<file path="src/rtl/adaptor_pkg.sv">
package adaptor_pkg;

  // One-bit full adder: returns {carry_out, sum}.
  function automatic logic [1:0] fa_bit(input logic x, input logic y, input logic c);
    fa_bit = {(x & y) | (x & c) | (y & c), x ^ y ^ c};
  endfunction

endpackage

</file>
<file path="src/rtl/bit_delay.sv">
module bit_delay #(
  parameter int N = 1
) (
  input  logic clk_i,
  input  logic rst_ni,
  input  logic d_i,
  output logic q_o
);
  generate
    if (N == 0) begin : g_wire
      assign q_o = d_i;
    end else begin : g_regs
      logic [N-1:0] sr_q;
      always_ff @(posedge clk_i or negedge rst_ni) begin
        if (!rst_ni) begin
          sr_q <= '0;
        end else begin
          sr_q[0] <= d_i;
          for (int k = 1; k < N; k++) sr_q[k] <= sr_q[k-1];
        end
      end
      assign q_o = sr_q[N-1];
    end
  endgenerate
endmodule

</file>
<file path="src/rtl/ser_addsub.sv">
module ser_addsub
  import adaptor_pkg::*;
#(
  parameter bit SUB = 1'b0
) (
  input  logic clk_i,
  input  logic rst_ni,
  input  logic clr_i,   // high on bit 0 of the word
  input  logic x_i,
  input  logic y_i,
  output logic s_o      // registered: one cycle latency
);
  logic yv, cin, c_q, s_q;
  logic [1:0] r;

  generate
    if (SUB) begin : g_sub
      assign yv  = ~y_i;
      assign cin = clr_i ? 1'b1 : c_q;
    end else begin : g_add
      assign yv  = y_i;
      assign cin = clr_i ? 1'b0 : c_q;
    end
  endgenerate

  assign r = fa_bit(x_i, yv, cin);

  always_ff @(posedge clk_i or negedge rst_ni) begin
    if (!rst_ni) begin
      c_q <= 1'b0;
      s_q <= 1'b0;
    end else begin
      c_q <= r[1];
      s_q <= r[0];
    end
  end

  assign s_o = s_q;
endmodule

</file>
<file path="src/rtl/sp_mult.sv">
module sp_mult #(
  parameter int W  = 24,
  parameter int WC = 10
) (
  input  logic                 clk_i,
  input  logic                 rst_ni,
  input  logic                 start_i,  // high with bit 0 of x
  input  logic signed [WC-1:0] coef_i,
  input  logic                 x_i,
  output logic                 p_o,      // product bit, WC-1 cycles after x bit
  output logic [1:0]           lane_start_o,
  output logic [1:0]           lane_busy_o,
  output logic [1:0]           lane_oval_o,
  output logic [1:0]           lane_xbit_o,
  output logic [1:0]           lane_ext_o
);
  localparam int LAST  = W + WC - 2;     // final step index of a lane
  localparam int SW    = $clog2(LAST + 1);
  localparam int AW    = WC + 1;
  localparam int TRUNC = WC - 1;
  localparam logic [SW-1:0] W_S     = SW'(W);
  localparam logic [SW-1:0] WM1_S   = SW'(W - 1);
  localparam logic [SW-1:0] LAST_S  = SW'(LAST);
  localparam logic [SW-1:0] TRUNC_S = SW'(TRUNC);

  logic par_q;
  logic signed [AW-1:0] kext;
  logic [1:0] lane_bit;

  assign kext = {coef_i[WC-1], coef_i};

  always_ff @(posedge clk_i or negedge rst_ni) begin
    if (!rst_ni)      par_q <= 1'b0;
    else if (start_i) par_q <= ~par_q;
  end

  for (genvar l = 0; l < 2; l++) begin : g_lane
    logic                 act_q, sgn_q, go, run, xb;
    logic [SW-1:0]        stp_q, cur;
    logic signed [AW-1:0] acc_q, base, s;

    assign go   = start_i && (par_q == 1'(l));
    assign run  = go | act_q;
    assign cur  = go ? '0 : stp_q;
    assign base = go ? '0 : acc_q;
    assign xb   = (cur < W_S) ? x_i : sgn_q;   // sign extension past MSB
    assign s    = base + (xb ? kext : '0);

    always_ff @(posedge clk_i or negedge rst_ni) begin
      if (!rst_ni) begin
        act_q <= 1'b0;
        stp_q <= '0;
        acc_q <= '0;
        sgn_q <= 1'b0;
      end else if (run) begin
        act_q <= (cur != LAST_S);
        stp_q <= cur + SW'(1);
        acc_q <= s >>> 1;
        if (cur == WM1_S) sgn_q <= x_i;
      end
    end

    assign lane_bit[l]     = s[0];
    assign lane_start_o[l] = go;
    assign lane_busy_o[l]  = act_q;
    assign lane_oval_o[l]  = run && (cur >= TRUNC_S);
    assign lane_xbit_o[l]  = xb;
    assign lane_ext_o[l]   = run && (cur >= W_S);
  end

  assign p_o = |(lane_oval_o & lane_bit);
endmodule

</file>
<file path="src/rtl/adaptor_top.sv">
module adaptor_top #(
  parameter int W  = 24,
  parameter int WC = 10
) (
  input  logic                 clk_i,
  input  logic                 rst_ni,
  input  logic                 word_start_i,
  input  logic signed [WC-1:0] coef_i,
  input  logic                 a1_i,
  input  logic                 a2_i,
  output logic                 b1_o,
  output logic                 b2_o
);
  localparam int MUL_LAT = WC - 1;
  localparam int ALIGN   = 1 + MUL_LAT;       // subtractor + multiplier
  localparam int RESID   = W - ALIGN - 1;     // left of the loop delay

  logic       d_bit, p_bit, sync_mul, sync_out;
  logic [1:0] lane_start, lane_busy, lane_oval, lane_xbit, lane_ext;
  logic [1:0] a_in, a_al, b_raw, b_q;

  // Port difference a1 - a2 (negation folded into a subtractor).
  ser_addsub #(.SUB(1'b1)) u_diff (
    .clk_i(clk_i), .rst_ni(rst_ni), .clr_i(word_start_i),
    .x_i(a1_i), .y_i(a2_i), .s_o(d_bit)
  );

  bit_delay #(.N(1)) u_sync_mul (
    .clk_i(clk_i), .rst_ni(rst_ni), .d_i(word_start_i), .q_o(sync_mul)
  );

  bit_delay #(.N(ALIGN)) u_sync_out (
    .clk_i(clk_i), .rst_ni(rst_ni), .d_i(word_start_i), .q_o(sync_out)
  );

  sp_mult #(.W(W), .WC(WC)) u_mul (
    .clk_i(clk_i), .rst_ni(rst_ni), .start_i(sync_mul), .coef_i(coef_i),
    .x_i(d_bit), .p_o(p_bit),
    .lane_start_o(lane_start), .lane_busy_o(lane_busy),
    .lane_oval_o(lane_oval), .lane_xbit_o(lane_xbit), .lane_ext_o(lane_ext)
  );

  // Index 0: b1 = a2 + p ; index 1: b2 = a1 + p
  assign a_in = {a1_i, a2_i};

  for (genvar j = 0; j < 2; j++) begin : g_branch
    bit_delay #(.N(ALIGN)) u_align (
      .clk_i(clk_i), .rst_ni(rst_ni), .d_i(a_in[j]), .q_o(a_al[j])
    );
    ser_addsub #(.SUB(1'b0)) u_add (
      .clk_i(clk_i), .rst_ni(rst_ni), .clr_i(sync_out),
      .x_i(a_al[j]), .y_i(p_bit), .s_o(b_raw[j])
    );
    bit_delay #(.N(RESID)) u_resid (
      .clk_i(clk_i), .rst_ni(rst_ni), .d_i(b_raw[j]), .q_o(b_q[j])
    );
  end

  assign b1_o = b_q[0];
  assign b2_o = b_q[1];
endmodule

</file>
<file path="config.mk">
export PLATFORM = sky130hd
export DESIGN_NAME = adaptor_top
export DESIGN_NICKNAME = d
export VERILOG_FILES = /design/src/rtl/adaptor_pkg.sv /design/src/rtl/bit_delay.sv /design/src/rtl/ser_addsub.sv /design/src/rtl/sp_mult.sv /design/src/rtl/adaptor_top.sv
export SDC_FILE = /design/constraint.sdc
export NUM_CORES = 1
export LEC_CHECK = 0
export BUFFER_PORTS_ARGS = -buffer_cell sky130_fd_sc_hd__buf_4
export CAP_MARGIN = 0
export CORE_ASPECT_RATIO = 1.2
export CORE_MARGIN = 2
export CORE_UTILIZATION = 55
export DETAILED_ROUTE_END_ITERATION = 6
export GPL_TIMING_DRIVEN = 0
export HOLD_SLACK_MARGIN = 0.15
export PLACE_DENSITY_LB_ADDON = 0.05
export SLEW_MARGIN = 15
export SYNTH_ARGS = -nofsm -noshare
export SYNTH_HDL_FRONTEND = slang
export SYNTH_SLANG_ARGS = --single-unit
</file>
<file path="constraint.sdc">
create_clock -name clk_i -period 2.5 [get_ports clk_i]
set_input_delay 0.5 -clock clk_i [delete_from_list [all_inputs] [get_ports clk_i]]
set_output_delay 0.5 -clock clk_i [all_outputs]
set_load 0.01 [all_outputs]
</file>
==> flow_summary.yaml, run 1 <==
clock_network:
  clock_path_buffers: 2
  cts-root-buf: "clkbuf_8"
  cts_tree: "built"
  clock_latency_ns: 0.37
  cts_made_buffers: 9
  cts_sinks: 99
  h-tree-depth: 3
  clkTransAtPathRegs_ns: 0.10
flow_run:
  maxCapViolations: 0
pwr:
  clkPwrFrac_pct: 16.3
  leakage_uw: 0.00258
  internal-power_uw: 3870
  powerDensity_mw_per_mm2: 1070
  finalPower_uw: 6070
  p_switching_uw: 2190
  ir_drop_uv: 535
  power_frac_comb_pct: 44.4
  switching_share_pct: 36.1
  seqPwrFrac_pct: 39.3
grt:
  grt_max_degree: 100
  grt_pass1_vias: 3008
  grtUsageTotal_pct: 20.7
  grt_pass1_wl_mm: 14.1
  antenna_found_initial: 0
  overflow: 0
cells_and_area:
  fin_area_mm2: 0.00569
  drive_gt1_share_pct: 33.3
  area_growth_pct: 27.6
  n_fill_cell: 551
  layout.cells.non_filler: 575
  nets: 526
  layout_common_cells: "dfrtp_1, buf_4, nand2_1"
  final_common_cell: "dfrtp_1"
  multi_input_area_mm2: 0.00223
  seq_area_mm2: 0.00248
  n_antenna_cell: 0
timing:
  worst_slew_pin_slew_ns: 0.862
  hold_viol: 0
  clock.fmax_mhz: 362
  finalMaxSlewViolations: 0
  tns_ns: -1.51
  min_period_ns: 2.76
  skew_ns: 0.0105
  fin_crit_sh_pct: 110
  timing.final.ws_setup_ns: -0.261
  setup_viol: 12
  relSlewSlack_pct: 42.5
  holdWs_ns: 0.209
  rsz0062_at_grt: "yes"
logic_synthesis:
  seq_area_frac_synth_pct: 55.6
  synth-compound-area-share_pct: 10.2
  synth_top_family_by_area: "simple AND/OR/NAND/NOR gates"
  synth_edf_count: 0
  synth.avg_cell_area_um2: 11.0
  yosys.area.top_type: "dfrtp_1"
  ys.flop_type: "dfrtp_1"
  synthTopCellsByArea: "dfrtp_1, ha_1, nand2_1"
  yosysWarnings: 0
  synthSimpleGateAreaFrac_pct: 16.8
  syn_nets: 453
  netlist.area_leader.share_pct: 55.6
  synthAdderAreaFrac_pct: 10.1
  synthMuxAreaShare_pct: 1.32
  ys_ff_latch: 99
  synth-xor-area-share_pct: 3.54
  synth.distinct_cells: 46
  netlist_instances: 405
  netlist_area_mm2: 0.00446
  synthArstFlopShare_pct: 100
detailed_routing:
  drt_wl_total_mm: 8.85
  drc_errors: 0
  num_vias: 3070
  via_per_inst: 5.34
  drtIter0Drc: 144
  first_pass_iters: 4
  antenna_left: 0
  routedWlPerCell_um: 15.4
floorplan:
  die_h_um: 103
  die_x_um: 86.2
  core_area_mm2: 0.00779
  row_count: 35
  start_util_pct: 57.2
  num_io_pins: 17
  die_area_mm2: 0.00885
critical_path:
  critPathArrivalTime_ns: 3.05
  cp_max_fo: 5
  critPathRequiredTime_ns: 2.79
  critPathKind: "reg -> reg"
  worst_setup_path_start_kind: "flop"
  endpoint_kind: "flop"
min_path:
  min_path_type: "in -> async"
placed_design:
  place_area_mm2: 0.00480
  port_buffers: 16
  dp_hpwl_mm: 5.29
  gp_congestion: 0.806
  dp_cells: 513
status:
  violations: "negative setup slack"
  status: "finished, violations left"
## synthesized netlist by cell type (4+ instances only)
| library cell | count |
|---|---|
| dfrtp_1 | 99 |
| nand2_1 | 37 |
| nor2_1 | 33 |
| ha_1 | 28 |
| a21oi_1 | 27 |
| nor2b_1 | 21 |
| and2_1 | 20 |
| o21ai_0 | 19 |
| inv_1 | 15 |
| xor2_1 | 13 |
| nand2b_1 | 7 |
| a211oi_1 | 6 |
| buf_2 | 6 |
| clkbuf_1 | 6 |
| fa_1 | 5 |
| nand3_1 | 5 |
| nor3_1 | 5 |
| xnor2_1 | 5 |
| a21o_1 | 4 |
| nand4_1 | 4 |
| o21a_1 | 4 |
## power by group through the flow
stage | registers, uW | logic, uW | clock network, uW
global placement | 2380 | 1810 | 0
floorplan | 2330 | 1480 | 0
finish | 2390 | 2690 | 987
detailed placement | 2390 | 1870 | 0
CTS | 2390 | 2270 | 1020
global route | 2450 | 2970 | 1080
## logic make-up (layout without fill, tap and decap cells)
group | after synthesis | after routing
flops | 99 | 99
compound gates | 76 | 76
xor+xnor | 18 | 18
simple gates | 148 | 148
mux | 4 | 4
fa+ha+maj | 33 | 33
buf+inv | 27 | 105
## worst paths after layout
kind	startpoint	end	slack, ns	depth (start not counted)
min	rst_ni	g_branch[1].u_resid.g_regs.sr_q[7]$_DFF_PN0_	0.21	1
min in group clk_i	word_start_i	u_sync_out.g_regs.sr_q[0]$_DFF_PN0_	0.24	1
max reg2reg	u_mul.par_q$_DFFE_PN0P_	u_mul.g_lane[1].acc_q[5]$_DFFE_PN0P_	-0.26	12
max	u_mul.par_q$_DFFE_PN0P_	u_mul.g_lane[1].acc_q[5]$_DFFE_PN0P_	-0.26	12
min reg2reg	g_branch[1].u_align.g_regs.sr_q[8]$_DFF_PN0_	g_branch[1].u_align.g_regs.sr_q[9]$_DFF_PN0_	0.35	0
max in group asynchronous	rst_ni	u_mul.g_lane[1].stp_q[4]$_DFFE_PN0P_	1.66	1
## area by class of cell
type	count	area share, %
Tap cell	92	2.02
Timing Repair Buffer	65	9.55
Inverter	15	0.990
Clock buffer	9	2.18
Buffer	9	1.21
Multi-Input combinational cell	279	39.2
Clock inverter	7	1.17
Sequential cell	99	43.7
## per-layer routing
metal  vias to the layer above  track usage [%]  share of wire [%]
met2                        44             33.1                 50
li1                       1512                -                  -
met1                      1503             28.4                 46
met4                         0             7.45                1.5
met5                         -                0                  0
met3                        11             4.48                2.8
## flip-flops by register name, indices dropped and copies added, names as in the netlist
signal and flops:
u_sync_out.g_regs.sr_q 10, u_mul.g_lane.acc_q 20, u_mul.par_q 1, g_branch.u_add.c_q 2, u_mul.g_lane.sgn_q 2, u_diff.c_q 1
u_mul.g_lane.act_q 2, g_branch.u_align.g_regs.sr_q 20, u_diff.s_o 1, g_branch.u_add.s_o 2, u_mul.g_lane.stp_q 12, g_branch.u_resid.g_regs.sr_q 26
## critical path, cell delays in order (launching register included)
cell	delay [ns]
dfrtp_1	0.44
and2_4	0.20
nor2_4	0.13
mux2i_4	0.31
nor2b_1	0.10
ha_2	0.20
inv_2	0.06
fa_2	0.24
nor2b_4	0.05
o31a_1	0.31
o21a_1	0.23
o21a_1	0.20
o31ai_2	0.21
## timing repair
item | 4_1_cts | 5_1_grt
pin swaps | 36 | 31
cloned | 0 | 0
setup endpoints to repair | 19 | 17
gates resized for setup | 49 | 39
hold buffers | 0 | 0
buffers inserted | 25 | 24
## through the flow
| stage | setup slack [ns] | util (%) |
|---|---|---|
| finish | -0.261 | 73.0 |
| global route | -0.372 | 73.0 |
| CTS | -0.202 | 68.6 |
| detailed placement | -0.422 | 61.5 |
| global placement | -0.380 | 61.5 |
| floorplan | -0.123 | - |
(Power assumes the default switching activity.)
==> inputs of run 2 (changes only) <==
--- a/config.mk
+++ b/config.mk
@@ -13,7 +13,7 @@
 export DETAILED_ROUTE_END_ITERATION = 6
 export GPL_TIMING_DRIVEN = 0
 export HOLD_SLACK_MARGIN = 0.15
-export PLACE_DENSITY_LB_ADDON = 0.05
+export PLACE_DENSITY_LB_ADDON = 0.08
 export SLEW_MARGIN = 15
 export SYNTH_ARGS = -nofsm -noshare
 export SYNTH_HDL_FRONTEND = slang
==> run 2 against run 1 <==
Compared with the run above: the flow still finishes with violations (negative setup slack); register-to-register slack better by 0.07 ns; total power shrank 3.3%; die area stayed put; critical path depth unchanged; clock skew rose by 0.0042 ns; count of clock-buffer cells in the layout grew 1.
==> flow_summary.yaml, run 2 (same netlist as run 1, synthesis figures left out) <==
timing:
  hold_viol: 0
  skew_ns: 0.0147
  rsz0062_at_grt: "yes"
  worst_slew_pin_slew_ns: 0.869
  min_period_ns: 2.69
  timing.final.ws_setup_ns: -0.191
  clock.fmax_mhz: 372
  tns_ns: -1.25
  relSlewSlack_pct: 42.1
  fin_crit_sh_pct: 108
  setup_viol: 13
  finalMaxSlewViolations: 0
critical_path:
  slowest_stage: "dfrtp_2"
  cp_max_fo: 5
  critPathRequiredTime_ns: 2.76
  cp_num_buf_inv: 1
  endpoint_kind: "flop"
  slowest_delay_ns: 0.44
  critical_path.cell_chain: "and2b_2 > nor2_4 > mux2i_4 > nor2b_2 > ha_2 > inv_2 > fa_2 > nand2b_4 > a21o_1 > a31oi_4 > nand2_1 > a221o_1"
  critPathKind: "reg -> reg"
  cp_top_family: "simple AND/OR/NAND/NOR gates"
  worst_setup_path_start_kind: "flop"
  critPathArrivalTime_ns: 2.95
pwr:
  seqPwrFrac_pct: 40.8
  power_frac_comb_pct: 42.9
  internal-power_uw: 3770
  leakage_uw: 0.00251
  clkPwrFrac_pct: 16.3
  ir_drop_uv: 512
  powerDensity_mw_per_mm2: 1060
  p_switching_uw: 2100
  switching_share_pct: 35.7
cells_and_area:
  regMostFlops: "g_branch.u_resid.g_regs.sr_q"
  n_antenna_cell: 0
  nets: 517
  layout_common_cells: "dfrtp_1, buf_4, nand2_1"
  area_growth_pct: 24.2
  reg_top3: "g_branch.u_resid.g_regs.sr_q (26), g_branch.u_align.g_regs.sr_q (20), u_mul.g_lane.acc_q (20)"
  n_fill_cell: 567
  fin_area_mm2: 0.00554
  drive_gt1_share_pct: 29.1
  largest_reg_flops: 26
  layout.cells.non_filler: 566
  final_common_cell: "dfrtp_1"
clock_network:
  cts_made_buffers: 9
  h-tree-depth: 3
  clock_latency_ns: 0.36
  cts_sinks: 99
  clock_path_buffers: 2
  ctsHoldBuffers: 0
  cts-root-buf: "clkbuf_8"
  cts_tree: "built"
  clkTransAtPathRegs_ns: 0.10
grt:
  antenna_found_initial: 0
  grt_max_degree: 100
  overflow: 0
  grt_pass1_wl_mm: 14.2
  grtUsageTotal_pct: 20.8
  grt_pass1_vias: 3032
detailed_routing:
  via_per_inst: 5.32
  met3_length_um: 186
  drc_errors: 0
  antenna_left: 0
  num_vias: 3009
  drt_wl_total_mm: 8.56
  top_layer: "met4"
  drtIter0Drc: 107
  route.met2.wl_mm: 4.23
  routedWlPerCell_um: 15.1
  wl_met1_mm: 4.02
  first_pass_iters: 4
placed_design:
  dp_hpwl_mm: 5.19
  dp_slack_ns: -0.380
  port_buffers: 16
  gp_congestion: 0.831
  place_area_mm2: 0.00480
  dp_cells: 513
floorplan:
  die_x_um: 86.2
  die_h_um: 103
  row_count: 35
  start_util_pct: 57.2
  num_io_pins: 17
  die_area_mm2: 0.00885
  core_area_mm2: 0.00779
min_path:
  min_path_type: "in -> async"
status:
  violations: "negative setup slack"
  status: "finished, violations left"
flow_run:
  maxCapViolations: 0
-- run 2: cell count changes in the layout (fill, tap and decap cells not counted), sizes merged --
cell	change
inv	+1
clkinv	-2
mux2i	+1
clkbuf	+2
buf	-11
-- run 2: per-layer routing --
| metal | global-route usage, % | vias up |
|---|---|---|
| met2 | 34.2 | 38 |
| met1 | 28.5 | 1470 |
| met3 | 3.76 | 11 |
| met5 | 0 | - |
| li1 | - | 1490 |
| met4 | 6.97 | 0 |
-- run 2: worst reg2reg max path: stages (launching register included) --
cell and delay (ns):
dfrtp_2 0.44, and2b_2 0.23, nor2_4 0.18, mux2i_4 0.12, nor2b_2 0.16, ha_2 0.20
inv_2 0.04, fa_2 0.34, nand2b_4 0.16, a21o_1 0.20, a31oi_4 0.16, nand2_1 0.08
a221o_1 0.29
-- run 2: cell type report --
cell class              count  area, um^2  area share, %
well taps                  92         115           2.08
repair buffers             54         445           8.04
clock inverters             6        53.8          0.971
clock buffers              10         128           2.30
multi-input cells         280        2180           39.3
flip-flops and latches     99        2480           44.8
plain buffers              10        78.8           1.42
inverters                  15        56.3           1.02
-- run 2: final timing paths --
kind | start | endpoint | slack (ns) | cells after the start
max | u_sync_out.g_regs.sr_q[0]$_DFF_PN0_ | u_mul.g_lane[0].acc_q[9]$_DFFE_PN0P_ | -0.19 | 12
min | rst_ni | g_branch[1].u_resid.g_regs.sr_q[6]$_DFF_PN0_ | 0.23 | 1
max reg2reg | u_sync_out.g_regs.sr_q[0]$_DFF_PN0_ | u_mul.g_lane[0].acc_q[9]$_DFFE_PN0P_ | -0.19 | 12
min reg2reg | g_branch[0].u_align.g_regs.sr_q[8]$_DFF_PN0_ | g_branch[0].u_align.g_regs.sr_q[9]$_DFF_PN0_ | 0.35 | 0
max in group asynchronous | rst_ni | u_mul.g_lane[1].stp_q[3]$_DFFE_PN0P_ | 1.64 | 1
min in group clk_i | word_start_i | u_sync_out.g_regs.sr_q[0]$_DFF_PN0_ | 0.25 | 1
-- run 2: stage by stage --
step	hold WS, ns	power (uW)	util [%]
floorplan	0.204	3810	-
global placement	0.334	4180	61.5
detailed placement	0.335	4260	61.5
CTS	0.227	5620	68.1
global route	0.220	6310	71.1
finish	0.226	5860	71.1
-- run 2: what timing repair did --
item | CTS | global route
pin swaps | 36 | 16
setup endpoints to repair | 18 | 18
cloned | 1 | 0
gates resized for setup | 40 | 30
buffers inserted | 26 | 12
-- run 2: power by group through the flow --
stage	clock network (uW)	logic [uW]	registers, uW
2_1_floorplan	0	1480	2330
3_3_place_gp	0	1800	2380
3_5_place_dp	0	1870	2390
4_1_cts	999	2230	2390
5_1_grt	1060	2800	2460
6_report	955	2520	2390
